File: src/rtl/ibr_pkg.sv
package ibr_pkg;

  localparam int unsigned HOST_DW = 64;
  localparam int unsigned BUS_DW  = 32;

  // Host word offsets; hardware decodes these
  localparam int unsigned OFS_DESC = 'h08;
  localparam int unsigned OFS_CMD  = 'h10;
  localparam int unsigned OFS_STAT = 'h18;

  // Command word field positions
  localparam int unsigned CMD_ADDR_LSB = 32;
  localparam int unsigned CMD_OP_LSB   = 62;

  // Status word valid flag position
  localparam int unsigned STAT_VALID_BIT = 32;

  typedef enum logic [1:0] {
    OP_NOP = 2'd0,
    OP_RD  = 2'd1,
    OP_WR  = 2'd2,
    OP_RSV = 2'd3
  } ibr_op_e;

  typedef enum logic {
    ST_IDLE = 1'b0,
    ST_BUSY = 1'b1
  } ibr_state_e;

endpackage

File: src/rtl/ibr_cmd_decode.sv
module ibr_cmd_decode
  import ibr_pkg::*;
#(
  parameter int unsigned HOST_AW = 8,
  parameter int unsigned BUS_AW  = 13
) (
  input  logic               host_wr,
  input  logic [HOST_AW-1:0] host_addr,
  input  logic [HOST_DW-1:0] host_wdata,
  output logic               cmd_go,
  output logic               cmd_we,
  output logic [BUS_AW-1:0]  cmd_addr,
  output logic [BUS_DW-1:0]  cmd_wdata
);

  localparam logic [HOST_AW-1:0] CMD_OFS = HOST_AW'(OFS_CMD);

  ibr_op_e op;
  logic    hit;

  always_comb begin
    hit       = host_wr && (host_addr == CMD_OFS);
    op        = ibr_op_e'(host_wdata[CMD_OP_LSB +: 2]);
    cmd_addr  = host_wdata[CMD_ADDR_LSB +: BUS_AW];
    cmd_wdata = host_wdata[BUS_DW-1:0];
    cmd_we    = (op == OP_WR);
    cmd_go    = hit && ((op == OP_RD) || (op == OP_WR));
  end

endmodule

File: src/rtl/ibr_txn_ctrl.sv
module ibr_txn_ctrl
  import ibr_pkg::*;
#(
  parameter int unsigned BUS_AW    = 13,
  parameter int unsigned ACK_LIMIT = 64
) (
  input  logic              clk,
  input  logic              rst_n,
  input  logic              cmd_go,
  input  logic              cmd_we,
  input  logic [BUS_AW-1:0] cmd_addr,
  input  logic [BUS_DW-1:0] cmd_wdata,
  output logic              bus_req,
  output logic              bus_we,
  output logic [BUS_AW-1:0] bus_addr,
  output logic [BUS_DW-1:0] bus_wdata,
  input  logic              bus_ack,
  output logic              issue,
  output logic              done,
  output logic              done_rd,
  output logic              done_to
);

  localparam int unsigned CW = $clog2(ACK_LIMIT + 1);
  localparam logic [CW-1:0] LAST = CW'(ACK_LIMIT - 1);

  ibr_state_e        state_q, state_d;
  logic [CW-1:0]     wait_q, wait_d;
  logic              we_q, we_d;
  logic [BUS_AW-1:0] addr_q, addr_d;
  logic [BUS_DW-1:0] wdata_q, wdata_d;
  logic              ack_seen, to_hit;

  always_comb begin
    ack_seen = (state_q == ST_BUSY) && bus_ack;
    to_hit   = (state_q == ST_BUSY) && !bus_ack && (wait_q == LAST);
    issue    = (state_q == ST_IDLE) && cmd_go;
    state_d  = state_q;
    wait_d   = wait_q;
    we_d     = we_q;
    addr_d   = addr_q;
    wdata_d  = wdata_q;
    if (issue) begin
      state_d = ST_BUSY;
      wait_d  = '0;
      we_d    = cmd_we;
      addr_d  = cmd_addr;
      wdata_d = cmd_we ? cmd_wdata : '0;
    end else if (ack_seen || to_hit) begin
      state_d = ST_IDLE;
      wait_d  = '0;
    end else if (state_q == ST_BUSY) begin
      wait_d  = wait_q + 1'b1;
    end
  end

  always_ff @(posedge clk or negedge rst_n) begin
    if (!rst_n) begin
      state_q <= ST_IDLE;
      wait_q  <= '0;
      we_q    <= 1'b0;
      addr_q  <= '0;
      wdata_q <= '0;
    end else begin
      state_q <= state_d;
      wait_q  <= wait_d;
      if (issue) begin
        we_q    <= we_d;
        addr_q  <= addr_d;
        wdata_q <= wdata_d;
      end
    end
  end

  assign bus_req   = (state_q == ST_BUSY);
  assign bus_we    = we_q;
  assign bus_addr  = addr_q;
  assign bus_wdata = wdata_q;
  assign done      = ack_seen || to_hit;
  assign done_rd   = !we_q;
  assign done_to   = to_hit;

  // an open request keeps its address, data and direction
  a_r3_req_hold: assert property (@(posedge clk) disable iff (!rst_n)
    (bus_req && !done) |=> (bus_req && $stable(bus_addr) && $stable(bus_wdata) && $stable(bus_we)));

  // a command arriving during a request does not alter it
  a_r7_busy_drop: assert property (@(posedge clk) disable iff (!rst_n)
    (bus_req && cmd_go && !done) |=> ($stable(bus_addr) && $stable(bus_we)));

  // the wait counter stays below the limit
  a_r8_bounded_wait: assert property (@(posedge clk) disable iff (!rst_n)
    wait_q < CW'(ACK_LIMIT));

  // a timeout withdraws the request
  a_r8_withdraw: assert property (@(posedge clk) disable iff (!rst_n)
    done_to |=> !bus_req);

endmodule

File: src/rtl/ibr_status.sv
module ibr_status
  import ibr_pkg::*;
(
  input  logic              clk,
  input  logic              rst_n,
  input  logic              issue,
  input  logic              done,
  input  logic              done_rd,
  input  logic              done_to,
  input  logic [BUS_DW-1:0] rdata_in,
  output logic              valid,
  output logic [BUS_DW-1:0] rdata
);

  logic              valid_d;
  logic [BUS_DW-1:0] rdata_d;
  logic              en;

  always_comb begin
    valid_d = valid;
    rdata_d = rdata;
    if (issue) begin
      valid_d = 1'b0;
    end else if (done) begin
      valid_d = 1'b1;
      if (done_rd) rdata_d = done_to ? '1 : rdata_in;
    end
    en = issue || done;
  end

  always_ff @(posedge clk or negedge rst_n) begin
    if (!rst_n) begin
      valid <= 1'b0;
      rdata <= '0;
    end else if (en) begin
      valid <= valid_d;
      rdata <= rdata_d;
    end
  end

  // issuing a command clears the flag
  a_r3_clear: assert property (@(posedge clk) disable iff (!rst_n)
    issue |=> !valid);

  // completion sets the flag
  a_r5_set: assert property (@(posedge clk) disable iff (!rst_n)
    done |=> valid);

  // a write completion keeps the data field
  a_r6_keep: assert property (@(posedge clk) disable iff (!rst_n)
    (done && !done_rd) |=> $stable(rdata));

  // without issue or completion the word holds
  a_r4_hold: assert property (@(posedge clk) disable iff (!rst_n)
    (!issue && !done) |=> ($stable(valid) && $stable(rdata)));

endmodule

File: src/rtl/ind_reg_bridge.sv
module ind_reg_bridge
  import ibr_pkg::*;
#(
  parameter int unsigned HOST_AW   = 8,
  parameter int unsigned BUS_AW    = 13,
  parameter int unsigned ACK_LIMIT = 64,
  parameter int unsigned SHIFT_LSB = 0,
  parameter int unsigned XFER_W    = 32,
  parameter int unsigned CS_COUNT  = 1,
  parameter int unsigned CLK_POL   = 0,
  parameter int unsigned CLK_PHA   = 0,
  parameter int unsigned PERIPH_ID = 0
) (
  input  logic               clk,
  input  logic               rst_n,
  input  logic               host_wr,
  input  logic               host_rd,
  input  logic [HOST_AW-1:0] host_addr,
  input  logic [63:0]        host_wdata,
  output logic [63:0]        host_rdata,
  output logic               bus_req,
  output logic               bus_we,
  output logic [BUS_AW-1:0]  bus_addr,
  output logic [31:0]        bus_wdata,
  input  logic               bus_ack,
  input  logic [31:0]        bus_rdata
);

  localparam logic [HOST_AW-1:0] DESC_OFS = HOST_AW'(OFS_DESC);
  localparam logic [HOST_AW-1:0] STAT_OFS = HOST_AW'(OFS_STAT);
  localparam logic [HOST_DW-1:0] DESC_WORD = {
    16'h0, 16'(PERIPH_ID), 16'h0,
    1'(CLK_PHA), 1'(CLK_POL), 6'(CS_COUNT), 6'(XFER_W), 1'(SHIFT_LSB), 1'b0
  };

  logic              cmd_go, cmd_we;
  logic [BUS_AW-1:0] cmd_addr;
  logic [BUS_DW-1:0] cmd_wdata;
  logic              issue, done, done_rd, done_to;
  logic              st_valid;
  logic [BUS_DW-1:0] st_rdata;
  logic [HOST_DW-1:0] stat_word, rd_mux, rdata_q;

  ibr_cmd_decode #(.HOST_AW(HOST_AW), .BUS_AW(BUS_AW)) u_decode (
    .host_wr    (host_wr),
    .host_addr  (host_addr),
    .host_wdata (host_wdata),
    .cmd_go     (cmd_go),
    .cmd_we     (cmd_we),
    .cmd_addr   (cmd_addr),
    .cmd_wdata  (cmd_wdata)
  );

  ibr_txn_ctrl #(.BUS_AW(BUS_AW), .ACK_LIMIT(ACK_LIMIT)) u_ctrl (
    .clk       (clk),
    .rst_n     (rst_n),
    .cmd_go    (cmd_go),
    .cmd_we    (cmd_we),
    .cmd_addr  (cmd_addr),
    .cmd_wdata (cmd_wdata),
    .bus_req   (bus_req),
    .bus_we    (bus_we),
    .bus_addr  (bus_addr),
    .bus_wdata (bus_wdata),
    .bus_ack   (bus_ack),
    .issue     (issue),
    .done      (done),
    .done_rd   (done_rd),
    .done_to   (done_to)
  );

  ibr_status u_status (
    .clk      (clk),
    .rst_n    (rst_n),
    .issue    (issue),
    .done     (done),
    .done_rd  (done_rd),
    .done_to  (done_to),
    .rdata_in (bus_rdata),
    .valid    (st_valid),
    .rdata    (st_rdata)
  );

  always_comb begin
    stat_word = '0;
    stat_word[STAT_VALID_BIT] = st_valid;
    stat_word[BUS_DW-1:0]     = st_rdata;
    if (host_addr == DESC_OFS)      rd_mux = DESC_WORD;
    else if (host_addr == STAT_OFS) rd_mux = stat_word;
    else                            rd_mux = '0;
  end

  always_ff @(posedge clk or negedge rst_n) begin
    if (!rst_n)       rdata_q <= '0;
    else if (host_rd) rdata_q <= rd_mux;
  end

  assign host_rdata = rdata_q;

  // descriptor reads return the build-time word
  a_r2_desc: assert property (@(posedge clk) disable iff (!rst_n)
    (host_rd && host_addr == DESC_OFS) |=> (host_rdata == DESC_WORD));

  // unmapped offsets read as zero
  a_r9_unmapped_zero: assert property (@(posedge clk) disable iff (!rst_n)
    (host_rd && host_addr != DESC_OFS && host_addr != STAT_OFS) |=> (host_rdata == '0));

  // no request may start without a host command
  a_r1_no_spurious_req: assert property (@(posedge clk) disable iff (!rst_n)
    $rose(bus_req) |-> $past(cmd_go));

endmodule

File: config.mk
export PLATFORM = sky130hd
export DESIGN_NAME = ind_reg_bridge
export DESIGN_NICKNAME = d
export VERILOG_FILES = /design/src/rtl/ibr_pkg.sv /design/src/rtl/ibr_cmd_decode.sv /design/src/rtl/ibr_txn_ctrl.sv /design/src/rtl/ibr_status.sv /design/src/rtl/ind_reg_bridge.sv
export SDC_FILE = /design/constraint.sdc
export NUM_CORES = 1
export LEC_CHECK = 0
export ABC_CLOCK_PERIOD_IN_PS = 2800
export BUFFER_PORTS_ARGS = -buffer_cell sky130_fd_sc_hd__buf_2
export CAP_MARGIN = 20
export CORE_MARGIN = 10
export CORE_UTILIZATION = 54
export CTS_CLUSTER_DIAMETER = 100
export DETAILED_ROUTE_END_ITERATION = 10
export GPL_ROUTABILITY_DRIVEN = 0
export GPL_TIMING_DRIVEN = 0
export PLACE_DENSITY = 0.86
export SETUP_SLACK_MARGIN = 0.15
export SLEW_MARGIN = 30
export SYNTH_ARGS = -nofsm -noshare
export SYNTH_HDL_FRONTEND = slang
export SYNTH_HIERARCHICAL = 1
export SYNTH_SLANG_ARGS = --single-unit
File: constraint.sdc
create_clock -name clk -period 2.8 [get_ports clk]
set_input_delay 0.56 -clock clk [delete_from_list [all_inputs] [get_ports clk]]
set_output_delay 0.56 -clock clk [all_outputs]
set_load 0.005 [all_outputs]
==> Word-level counts from Yosys, hierarchy flattened <==
Cells that the tools add are included.
{ "op_classes": {"add_sub_neg": 1, "n_mul": 0, "div_mod_pow": 0, "n_lt_le_gt_ge": 0, "eq_ne": 6, "shifts": 0, "mux": 11, "bitwise": 3, "reduce_logical": 14} }
{ "ops": {"columns": ["cell", "n"], "rows": [
  ["32-bit two-way mux", 2],
  ["64-bit two-way mux", 1],
  ["33-bit two-way mux", 1],
  ["7-bit two-way mux", 3],
  ["8-bit by 5-bit == test with 1-bit output, second input constant", 2],
  ["8-bit by 4-bit == test with 1-bit output, second input constant", 1],
  ["7-bit by 1-bit adder with 7-bit output, second input constant", 1],
  ["7-bit by 6-bit == test with 1-bit output, second input constant", 1],
  ["1-bit logical AND", 6],
  ["1-bit two-way mux", 4],
  ["4-bit AND reduction", 1],
  ["1-bit logical OR", 3],
  ["1-bit NOT", 3],
  ["3-bit nonzero test", 1],
  ["2-bit by 1-bit == test with 1-bit output, second input constant", 1],
  ["2-bit == test, second input constant", 1],
  ["2-bit AND reduction", 1],
  ["2-bit nonzero test", 1],
  ["1-bit logical NOT", 1]
]} }
{ "word_totals": {"regBits": 151, "latch_bits": 0, "mem_bits_rw": 0, "rom_bits": 0, "in_bits": 109, "out_inout_bits": 111, "word_cells": 43, "memories": 0} }

==> Depth between registers and ports, before layout <==
Gate-level depths: netlist (run 1).
{ "depth": {"depth_word": 6, "mapped_depth": 12, "depth_no_buf": 8} }

==> Cells and area by module <==
Netlist (run 1), hierarchy kept.
{ "modules_own_cells": {"columns": ["module", "instances", "cells_per_inst", "area_per_inst_um2", "seq_area_each_um2"], "rows": [
  ["ibr_txn_ctrl", 1, 216, 2214.6, 1351.3],
  ["ind_reg_bridge", 1, 183, 1948.1, 825.8],
  ["ibr_status", 1, 139, 1485.2, 825.8],
  ["ibr_cmd_decode", 1, 50, 386.6, 0.0]
]} }

==> Worst setup path before layout (run 1) <==
OpenSTA, ideal clock, no wires.
{ "synth_timing": {"kind": "input-to-reg", "startpoint": "input host_wdata[62]", "endpoint": "register u_status.rdata[0]", "setup_ps": 124, "arrival_ps": 2643, "t_required_ps": 2676, "slack_ps": 33, "stages": 12, "path_cell_list": "inv_1 ha_1 or4b_1 nor4_2 nand2b_1 buf_2 buf_2 inv_1 and3b_1 buf_6 buf_12 mux2i_1"} }
{ "synth_between": {"elab_chain_len": 6, "elab_cells_between_ends": 8, "cone_classes": "2 x eq/ne; 1 x bitwise; 5 x reduce/logical"} }
{ "synth_lines": {"columns": ["element", "line", "rtl"], "rows": [
  ["start, declared", "ind_reg_bridge.sv:19", "input logic [63:0] host_wdata,"],
  ["2-bit by 1-bit == test with 1-bit output or 2-bit == test (tied branches)", "ibr_cmd_decode.sv:27", "cmd_go = hit && ((op == OP_RD) || (op == OP_WR));"],
  ["1-bit logical OR *", "ibr_cmd_decode.sv:27", null],
  ["1-bit logical AND *", "ibr_cmd_decode.sv:27", null],
  ["via cmd_go", "ind_reg_bridge.sv:36", "logic cmd_go, cmd_we;"],
  ["1-bit logical AND *", "ibr_txn_ctrl.sv:37", "issue = (state_q == ST_IDLE) && cmd_go;"],
  ["via issue", "ind_reg_bridge.sv:39", "logic issue, done, done_rd, done_to;"],
  ["1-bit logical OR or 1-bit NOT (tied branches)", null, null],
  ["4-bit AND reduction (no line) *", null, null],
  ["end signal, assigned", "ibr_status.sv:37", "rdata <= rdata_d;"],
  ["end, declared", "ibr_status.sv:12", "output logic [BUS_DW-1:0] rdata"]
]} }
The timed path passes the listed nets; every way through them passes the cells marked *.
A chain may end at the register's enable or synchronous reset.

==> Worst setup path in the final report (run 1) <==
{ "layout_timing": {"startpoint": "input host_wdata[62]", "endpoint": "register u_status.rdata[11]"} }
Same word-level chain as after synthesis.

==> flow_metrics.tcl, run 1 <==
set metrics [dict create \
    avgViaCountPerCell 5.00 \
    rsz0062_at_grt "false" \
    yosysUniqueCellTypes 39 \
    tns_ns 0 \
    power.density_nw_per_um2 533 \
    synth_area_leaders "dfrtp_1, buf_4, nand2_1" \
    hold_viol 0 \
    cp_max_fo 10 \
    relSlewSlack_pct 53.7 \
    grt_pass1_wl_mm 25.4 \
    antenna_found_initial 0 \
    wl_per_cell_um 17.0 \
    crit_end "u_status/rdata[11]" \
    crit_path_start_kind "input port" \
    finalSetupViolations 0 \
    drv_slew 0 \
    peakVddDrop_v 0.000315 \
    path_clk_slew_ns 0.06 \
    seq_area_frac_synth_pct 49.8 \
    drtIter0Drc 256 \
    status "completed" \
    grt.overflow.total 0 \
    holdCritStartpoint "host_wdata[38]" \
    r2r_slack_ns 0.50 \
    die_h_um 126 \
    finalCoreUtilization_pct 69.5 \
    grt_max_degree 78 \
    final_common_cell "buf_2" \
    cts_tree "done" \
    dp_hpwl_mm 11.8 \
    io_buffers 125 \
    syn_inst 588 \
    htree_levels 4 \
    finalCritPeriodShare_pct 89.8 \
    tightest_slew_ns 0.689 \
    worstReg2RegEnd "u_status/rdata[12]" \
    drive_above_1_share_pct 37.2 \
    path_class "in2reg" \
    maxCapViolCount 0 \
    hold_slack_ns 0.255 \
    dieArea_um2 15800 \
    layout_common_cells "buf_2, dfrtp_1, nand2_1" \
    finClkSkew_ns 0.00908 \
    area_growth_pct 25.5 \
    vias 4573 \
    clkLatencyLatePin_ns 0.52 \
    antennaDiodeCount 0 \
    power.total_mw 4.04 \
    drc 0 \
    dr.pass1.iters 5 \
    clock_path_buffers 2 \
    die_x_um 126 \
    cts.sinks 120 \
    root_buffer "clkbuf_8" \
    worstPathArrival_ns 2.95 \
    yosys_warnings 6 \
    synthesis.area_um2 6030 \
    track_usage_pct 19.6 \
    numCtsBuffers 17 \
    synth_top_cell_area_share_pct 49.8 \
    crit_required_ns 3.23 \
    min_path_type "in2reg" \
    p_leak_nw 4.02 \
    place_inst 884 \
    end_kind "flop" \
    coreArea_um2 10900 \
    worst_r2r_startpoint "u_ctrl/wait_q[0]" \
    grt_pass1_vias 5128 \
    fin_cells 915 \
    worst-r2r-cell-count 6 \
    rows 38 \
    ys_ff_latch 120 \
    avgSynthCellArea_um2 10.3 \
    timing.fmax_mhz 398 \
    crit_path_start "host_wdata[62]" \
    period_minus_slack_ns 2.52 \
    io_pins 220 \
    routed_wl_mm 15.6 \
    start_util_pct 55.4 \
    nets 875 \
    cts_setup_buffers 0 \
    synth_area_leader_cell "dfrtp_1" \
    antenna_left 0 \
]
-- layout make-up --
type,count,area [µm²]
flip-flops and latches,120,3000
repair buffers,127,673
plain buffers,111,855
well taps,140,175
fillers,814,3320
multi-input cells,349,2190
inverters,38,148
clock inverters,8,75.1
clock buffers,22,453
-- state kept, by name, indices dropped and copies added, names as in the netlist --
register and cells:
u_ctrl/bus_we 1, u_ctrl/bus_wdata 32, u_status/valid 1, u_ctrl/wait_q 7, u_status/rdata 32, u_ctrl/bus_addr 13, u_ctrl/bus_req 1, host_rdata 33
-- worst max-delay path, cell delays in order --
cell      delay, ns
buf_2          0.12
inv_6          0.03
ha_4           0.22
or4b_4         0.53
nor4_4         0.36
nand2b_1       0.12
buf_6          0.16
buf_6          0.14
inv_2          0.05
and3b_1        0.17
buf_6          0.14
buf_12         0.15
mux2i_1        0.18
-- synth_stat cells (all sizes together) --
master,count
o41ai,2
ha,2
o21ba,1
dfrtp,120
o311ai,1
buf,94
nand2,103
o2bb2ai,1
o31a,1
nor3,1
or4b,4
or3,2
mux2i,32
nor4,2
o31ai,31
o21ai,37
o211ai,1
nor2,35
conb,1
and3b,1
or3b,1
nand3,3
mux2,14
nor2b,2
o22ai,1
inv,38
o21a,2
clkbuf,17
nand2b,36
nand4b,1
xor2,1
-- how the worst min path moves through the flow --
stage               cells past startpoint                   end  slack [ns]
finish                                  2    u_ctrl/bus_addr[6]        0.26
CTS                                     2    u_ctrl/bus_addr[6]        0.23
global route                            2    u_ctrl/bus_addr[3]        0.24
detailed placement                      2  u_ctrl/bus_wdata[31]        0.46
floorplan                               0         host_rdata[0]        0.26
global placement                        2  u_ctrl/bus_wdata[27]        0.46
-- metal layers --
| layer | wire [µm] | global-route usage (%) | vias to the layer above |
|---|---|---|---|
| met5 | 0 | 0 | - |
| met3 | 1890 | 9.69 | 35 |
| li1 | - | - | 2150 |
| met1 | 5710 | 20.4 | 2182 |
| met2 | 7580 | 32.8 | 206 |
| met4 | 377 | 8.60 | 0 |
-- report_power, final --
part | internal (mW) | switching, mW
combinational | 0.153 | 0.160
clock | 1.21 | 0.737
sequential | 1.76 | 0.0178
-- logic make-up after synthesis --
group	share of synthesized area, %
buffers and inverters	16.3
DFF	49.8
and+or+nand+nor	14.5
xor gates and xnor gates	0.145
other	0.0621
AOI/OAI and AO/OA	10.9
adders and majority gates	0.415
muxes	7.92
-- metrics by stage --
step / cell area (µm²) / worst slack [ns]
after floorplan: 6190 / 0.118
after global placement: 6990 / -0.304
after detailed placement: 7030 / -0.281
after CTS: 7570 / 0.241
after global routing: 7570 / 0.178
final: 7570 / 0.284
-- what timing repair did --
item                                    4_1_cts  5_1_grt
endpoints found under the setup margin        0       10
endpoints found under the hold margin        43        0
resized for setup                             0        0
hold buffers                                  1        0
No activity file was read; power rests on OpenSTA's default activity.
==> run 2: changes to the inputs <==
--- a/config.mk
+++ b/config.mk
@@ -6,15 +6,14 @@
 export NUM_CORES = 1
 export LEC_CHECK = 0
 export ABC_CLOCK_PERIOD_IN_PS = 2800
-export BUFFER_PORTS_ARGS = -buffer_cell sky130_fd_sc_hd__buf_2
 export CAP_MARGIN = 20
 export CORE_MARGIN = 10
-export CORE_UTILIZATION = 54
-export CTS_CLUSTER_DIAMETER = 100
+export CORE_UTILIZATION = 65
 export DETAILED_ROUTE_END_ITERATION = 10
+export DONT_BUFFER_PORTS = 1
 export GPL_ROUTABILITY_DRIVEN = 0
 export GPL_TIMING_DRIVEN = 0
-export PLACE_DENSITY = 0.86
+export PLACE_DENSITY = 0.81
 export SETUP_SLACK_MARGIN = 0.15
 export SLEW_MARGIN = 30
 export SYNTH_ARGS = -nofsm -noshare
==> constraint.sdc (replaced) <==
create_clock -name clk -period 2.8 [get_ports clk]
set_input_delay 0.42 -clock clk [delete_from_list [all_inputs] [get_ports clk]]
set_output_delay 0.42 -clock clk [all_outputs]
set_load 0.005 [all_outputs]
==> run 2 against run 1 <==
The run now ends with hold timing left; sequential power is essentially flat; fmax is 0.68% higher; clock-buffer cell count increased by 1; flip-flop and latch count did not move; non-clock buffer count shrank 127; critical endpoint is now u_status/rdata[12]; largest power group unchanged; highest routed layer unchanged.
==> flow_metrics.tcl, run 2 (synthesis gave the netlist of run 1 again) <==
set metrics [dict create \
    crit_buf_inv 6 \
    drtIter0Drc 173 \
    vias 3956 \
    coreArea_um2 9150 \
    worst-r2r-cell-count 6 \
    status "complete, but fails checks" \
    cp_num_cells 12 \
    switching_share_pct 21.4 \
    path_class "in2reg" \
    maxCapViolCount 0 \
    fillerInstances 653 \
    hold_slack_ns -0.387 \
    cp_max_fo 10 \
    clkLatencyLatePin_ns 0.50 \
    place_inst 729 \
    grt_pass1_vias 4327 \
    power.total_mw 3.96 \
    avgViaCountPerCell 5.21 \
    fin_cells 760 \
    tightest_slew_ns 0.511 \
    dp_hpwl_mm 10.5 \
    period_minus_slack_ns 2.50 \
    timing.fmax_mhz 400 \
    largest_reg_flops 33 \
    final_common_cell "dfrtp_1" \
    track_usage_pct 20.6 \
    drc 0 \
    seqCellArea_um2 3000 \
    critical-path-top-delay-family "simple AND/OR/NAND/NOR gates" \
    internal_power_mw 3.11 \
    power.density_nw_per_um2 580 \
    dr.pass1.iters 5 \
    htree_levels 4 \
    layout_common_cells "dfrtp_1, nand2_1, buf_4" \
    path_clk_slew_ns 0.06 \
    root_buffer "clkbuf_8" \
    cts.sinks 120 \
    worstPathArrival_ns 2.90 \
    slowest_delay_ns 0.49 \
    rsz0062_at_grt "false" \
    crit_chain "inv_1, ha_1, or4b_1, nor4_2, nand2b_1, buf_2, buf_2, inv_1, and3b_1, buf_6, buf_12, mux2i_1" \
    grt.overflow.total 0 \
    die_x_um 116 \
    pwr-share-seq_pct 45.1 \
    grt_max_degree 121 \
    drv_slew 0 \
    io_pins 220 \
    start_util_pct 65.9 \
    die_h_um 116 \
    p_sw_uw 850 \
    dieArea_um2 13500 \
    antenna_left 0 \
    io_buffers 0 \
    finalCoreUtilization_pct 74.6 \
    crit_required_ns 3.21 \
    grt_pass1_wl_mm 21.6 \
    min_path_type "in2async" \
    finalSetupViolations 0 \
    relSlewSlack_pct 65.6 \
    finalCritPeriodShare_pct 89.2 \
    peakVddDrop_v 0.000410 \
    end_kind "flop" \
    multi_input_area_um2 2170 \
    drive_above_1_share_pct 24.5 \
    crit_slowest_cell "or4b_1" \
    p_leak_nw 3.38 \
    antennaDiodeCount 0 \
    hold_viol 120 \
    finClkSkew_ns 0.00801 \
    violations "hold timing" \
    crit_path_start_kind "input port" \
    numCtsBuffers 17 \
    wl_per_cell_um 18.1 \
    area_growth_pct 13.2 \
    tns_ns 0 \
    nets 748 \
    antenna_found_initial 0 \
    rows 35 \
    clock_path_buffers 2 \
    power_frac_comb_pct 5.4 \
    cts_setup_buffers 0 \
    cts_tree "done" \
    routed_wl_mm 13.8 \
    p_clk_share_pct 49.6 \
]
-- run 2: cell count changes in the layout (fill, tap and decap cells not counted), sizes merged --
cell         change
clkinv           +1
clkbuf           +1
buf            -126
clkinvlp         -1
dlygate4sd3      -1
-- run 2: layout make-up --
cell class | instances | share of cell area, %
flip-flops and latches | 120 | 44.0
clock inverters | 8 | 1.06
well taps | 111 | 2.03
inverters | 38 | 2.09
clock buffers | 23 | 6.83
plain buffers | 111 | 12.3
multi-input cells | 349 | 31.7
-- run 2: layer usage --
metal | wire length [µm] | up-vias | global-route usage, % | part of all wire [%]
li1 | - | 1900 | - | -
met1 | 4760 | 1885 | 20.8 | 35
met2 | 7060 | 157 | 35.3 | 51
met3 | 1740 | 14 | 11.5 | 13
met4 | 193 | 0 | 6.84 | 1.4
met5 | 0 | - | 0 | 0
-- run 2: repair_timing --
action | CTS | global route
resized for setup | 0 | 1
setup endpoints to repair | 0 | 11
hold endpoints to repair | 120 | 120
-- run 2: path summary, 6_finish.rpt --
path	startpoint	to	slack, ns
setup / recovery	host_wdata[62]	u_status/rdata[12]	0.30
setup reg to reg	u_ctrl/wait_q[0]	u_status/rdata[27]	0.62
min in group clk	bus_rdata[20]	u_status/rdata[20]	0.10
hold reg to reg	u_ctrl/bus_wdata[16]	u_ctrl/bus_wdata[16]	0.52
max in group asynchronous	rst_n	u_status/rdata[7]	3.05
hold / removal	rst_n	host_rdata[14]	-0.39
-- run 2: through the flow --
| step | worst slack, ns | cell area [µm²] |
|---|---|---|
| floorplan | 0.173 | 6150 |
| global placement | -0.144 | 6290 |
| finish | 0.301 | 6830 |
| global route | 0.202 | 6830 |
| detailed placement | -0.168 | 6290 |
| CTS | 0.339 | 6830 |
-- run 2: power by group through the flow --
stage	clock network [mW]	registers [mW]	logic [mW]
after global placement	0	1.81	0.203
after floorplan	0	1.81	0.184
after detailed placement	0	1.82	0.210
final	1.96	1.79	0.214
after global routing	2.09	1.79	0.240
after CTS	1.99	1.79	0.211
==> run 3: changes to the inputs <==
--- a/config.mk
+++ b/config.mk
@@ -5,10 +5,12 @@
 export SDC_FILE = /design/constraint.sdc
 export NUM_CORES = 1
 export LEC_CHECK = 0
+export ABC_AREA = 1
 export ABC_CLOCK_PERIOD_IN_PS = 2800
 export CAP_MARGIN = 20
 export CORE_MARGIN = 10
 export CORE_UTILIZATION = 65
+export CTS_CLUSTER_SIZE = 10
 export DETAILED_ROUTE_END_ITERATION = 10
 export DONT_BUFFER_PORTS = 1
 export GPL_ROUTABILITY_DRIVEN = 0
==> run 3 against run 2 <==
Routed wire length is 5.8% higher; sequential power hardly changed; synthesized cell count up 22%; register-to-register slack better by 0.29 ns; clock skew rose by 0.0089 ns; power grew 3.4%; hold slack lost 0.010 ns; via count grew 13%; non-clock buffer count decreased by 1; the flow still finishes with violations (hold timing); highest routed layer unchanged.
==> flow_metrics.tcl, run 3 <==
set metrics [dict create \
    status "complete, but fails checks" \
    violations "hold timing" \
    crit_path_start "u_ctrl/wait_q[0]" \
    finClkSkew_ns 0.0169 \
    ys_ff_latch 120 \
    fillerInstances 630 \
    dieArea_um2 13400 \
    grt_pass1_wl_mm 22.9 \
    avgSynthCellArea_um2 8.32 \
    grt_max_degree 121 \
    timing.fmax_mhz 529 \
    crit_required_ns 3.24 \
    hold_viol 120 \
    maxCapViolCount 0 \
    cp_num_cells 10 \
    crit_end "u_status/rdata[18]" \
    grt_pass1_vias 4589 \
    syn_inst 719 \
    vias 4461 \
    clkLatencyLatePin_ns 0.51 \
    seq_area_frac_synth_pct 50.2 \
    drtIter0Drc 324 \
    routed_wl_mm 14.6 \
    cts_resized 0 \
    yosysUniqueCellTypes 21 \
    min_path_type "in2async" \
    crit_buf_inv 1 \
    dp_hpwl_mm 10.8 \
    root_buffer "clkbuf_8" \
    rsz0062_at_grt "false" \
    clock_path_buffers 2 \
    largest_reg_flops 33 \
    path_clk_slew_ns 0.06 \
    cts_tree "done" \
    final_area_um2 6820 \
    power.density_nw_per_um2 601 \
    synth_area_leader_cell "dfrtp_1" \
    hold_slack_ns -0.398 \
    antenna_found_initial 0 \
    synth_top_cell_area_share_pct 50.2 \
    htree_levels 4 \
    tns_ns 0 \
    synth_edf_count 0 \
    yosys_warnings 6 \
    power.total_mw 4.10 \
    die_h_um 116 \
    numCtsBuffers 17 \
    period_minus_slack_ns 1.89 \
    antennaDiodeCount 0 \
    r2r_slack_ns 0.91 \
    synthesis.area_um2 5980 \
    layout_common_cells "nand2_1, dfrtp_1, buf_4" \
    coreArea_um2 8850 \
    track_usage_pct 21.6 \
    worstReg2RegEnd "u_status/rdata[18]" \
    synthFlopType "dfrtp_1" \
    rows 34 \
    critical-path-top-delay-family "simple AND/OR/NAND/NOR gates" \
    area_growth_pct 14.1 \
    final_common_cell "nand2_1" \
    slowest_delay_ns 0.39 \
    antenna_left 0 \
    drv_slew 0 \
    start_util_pct 67.6 \
    p_leak_nw 4.01 \
    avgViaCountPerCell 5.02 \
    peakVddDrop_v 0.000419 \
    path_class "reg2reg" \
    cpMostUsedCell "nand2_1" \
    nets 879 \
    cp_max_fo 10 \
    drive_above_1_share_pct 22.4 \
    crit_path_start_kind "flop" \
    synthTopCellsByCount "nand2_1, dfrtp_1, buf_4" \
    wl_per_cell_um 16.4 \
    io_buffers 0 \
    die_x_um 116 \
    grt.overflow.total 0 \
    worstPathArrival_ns 2.34 \
    crit_chain "ha_1, nand3_1, nor2_1, nand2_1, nand2_1, nand2_1, nor2_2, buf_4, nand2_1, nand2_1" \
    worst-r2r-cell-count 10 \
    finalCritPeriodShare_pct 67.6 \
    cts.sinks 120 \
    synth_area_leaders "dfrtp_1, nand2_1, buf_4" \
    async_flop_share_pct 100 \
    worst_r2r_startpoint "u_ctrl/wait_q[0]" \
    synth.most_common_cell "nand2_1" \
    crit_slowest_cell "dfrtp_1" \
    finalCoreUtilization_pct 77.1 \
    cts_setup_buffers 0 \
    drc 0 \
    dr.pass1.iters 5 \
    end_kind "flop" \
    finalSetupViolations 0 \
    dpl_cell_area_um2 6230 \
    io_pins 220 \
]
==> run 3: cells by family (layout without fill, tap and decap cells) <==
kind of cell / Yosys count / in the layout / share of synthesized area (%)
fa+ha+maj: 2 / 2 / 0.418
buf+inv: 163 / 195 / 17.2
compound gates: 8 / 8 / 0.753
other cells: 1 / 31 / 0.0627
flops: 120 / 120 / 50.2
xor+xnor: 1 / 1 / 0.147
simple gates: 424 / 424 / 31.2
==> run 3: per-layer routing <==
layer  part of all wire, %  routed length, µm  global-route usage [%]
met5                     0                  0                       0
met4                   1.7                254                    6.42
met3                    12               1680                    11.5
met2                    50               7310                    36.6
met1                    36               5310                    22.7
==> run 3: where the power goes <==
part           leakage [nW]  switching, mW  internal, mW  total [mW]
Sequential             1.66         0.0168          1.75        1.77
Clock                 0.284          0.800          1.35        2.15
Combinational          2.06         0.0880        0.0954       0.183
==> run 3: final cells by class <==
class                           instances  area, µm²  share of cell area (%)
Inverter                               53        199                    2.92
Clock inverter                         12        140                    2.05
Sequential cell                       120       3000                    44.0
Buffer                                110        828                    12.1
Tap cell                              108        135                    1.98
Multi-Input combinational cell        466       2060                    30.2
Clock buffer                           20        455                    6.68
==> run 3: stage by stage <==
step                      setup WS (ns)  std cells
after global routing              0.675        889
after floorplan                   0.825        749
after CTS                         0.916        889
after global placement            0.466        857
final                             0.908        889
after detailed placement          0.434        857
==> run 3: how the worst min path moves through the flow <==
stage                                end   from  slack, ns  cells past startpoint
finish                    host_rdata[14]  rst_n      -0.40                      0
global route              host_rdata[14]  rst_n      -0.42                      0
CTS                 u_ctrl/bus_wdata[25]  rst_n      -0.40                      0
detailed placement        host_rdata[14]  rst_n       0.13                      0
global placement          host_rdata[14]  rst_n       0.13                      0
floorplan                  host_rdata[0]  rst_n       0.12                      0
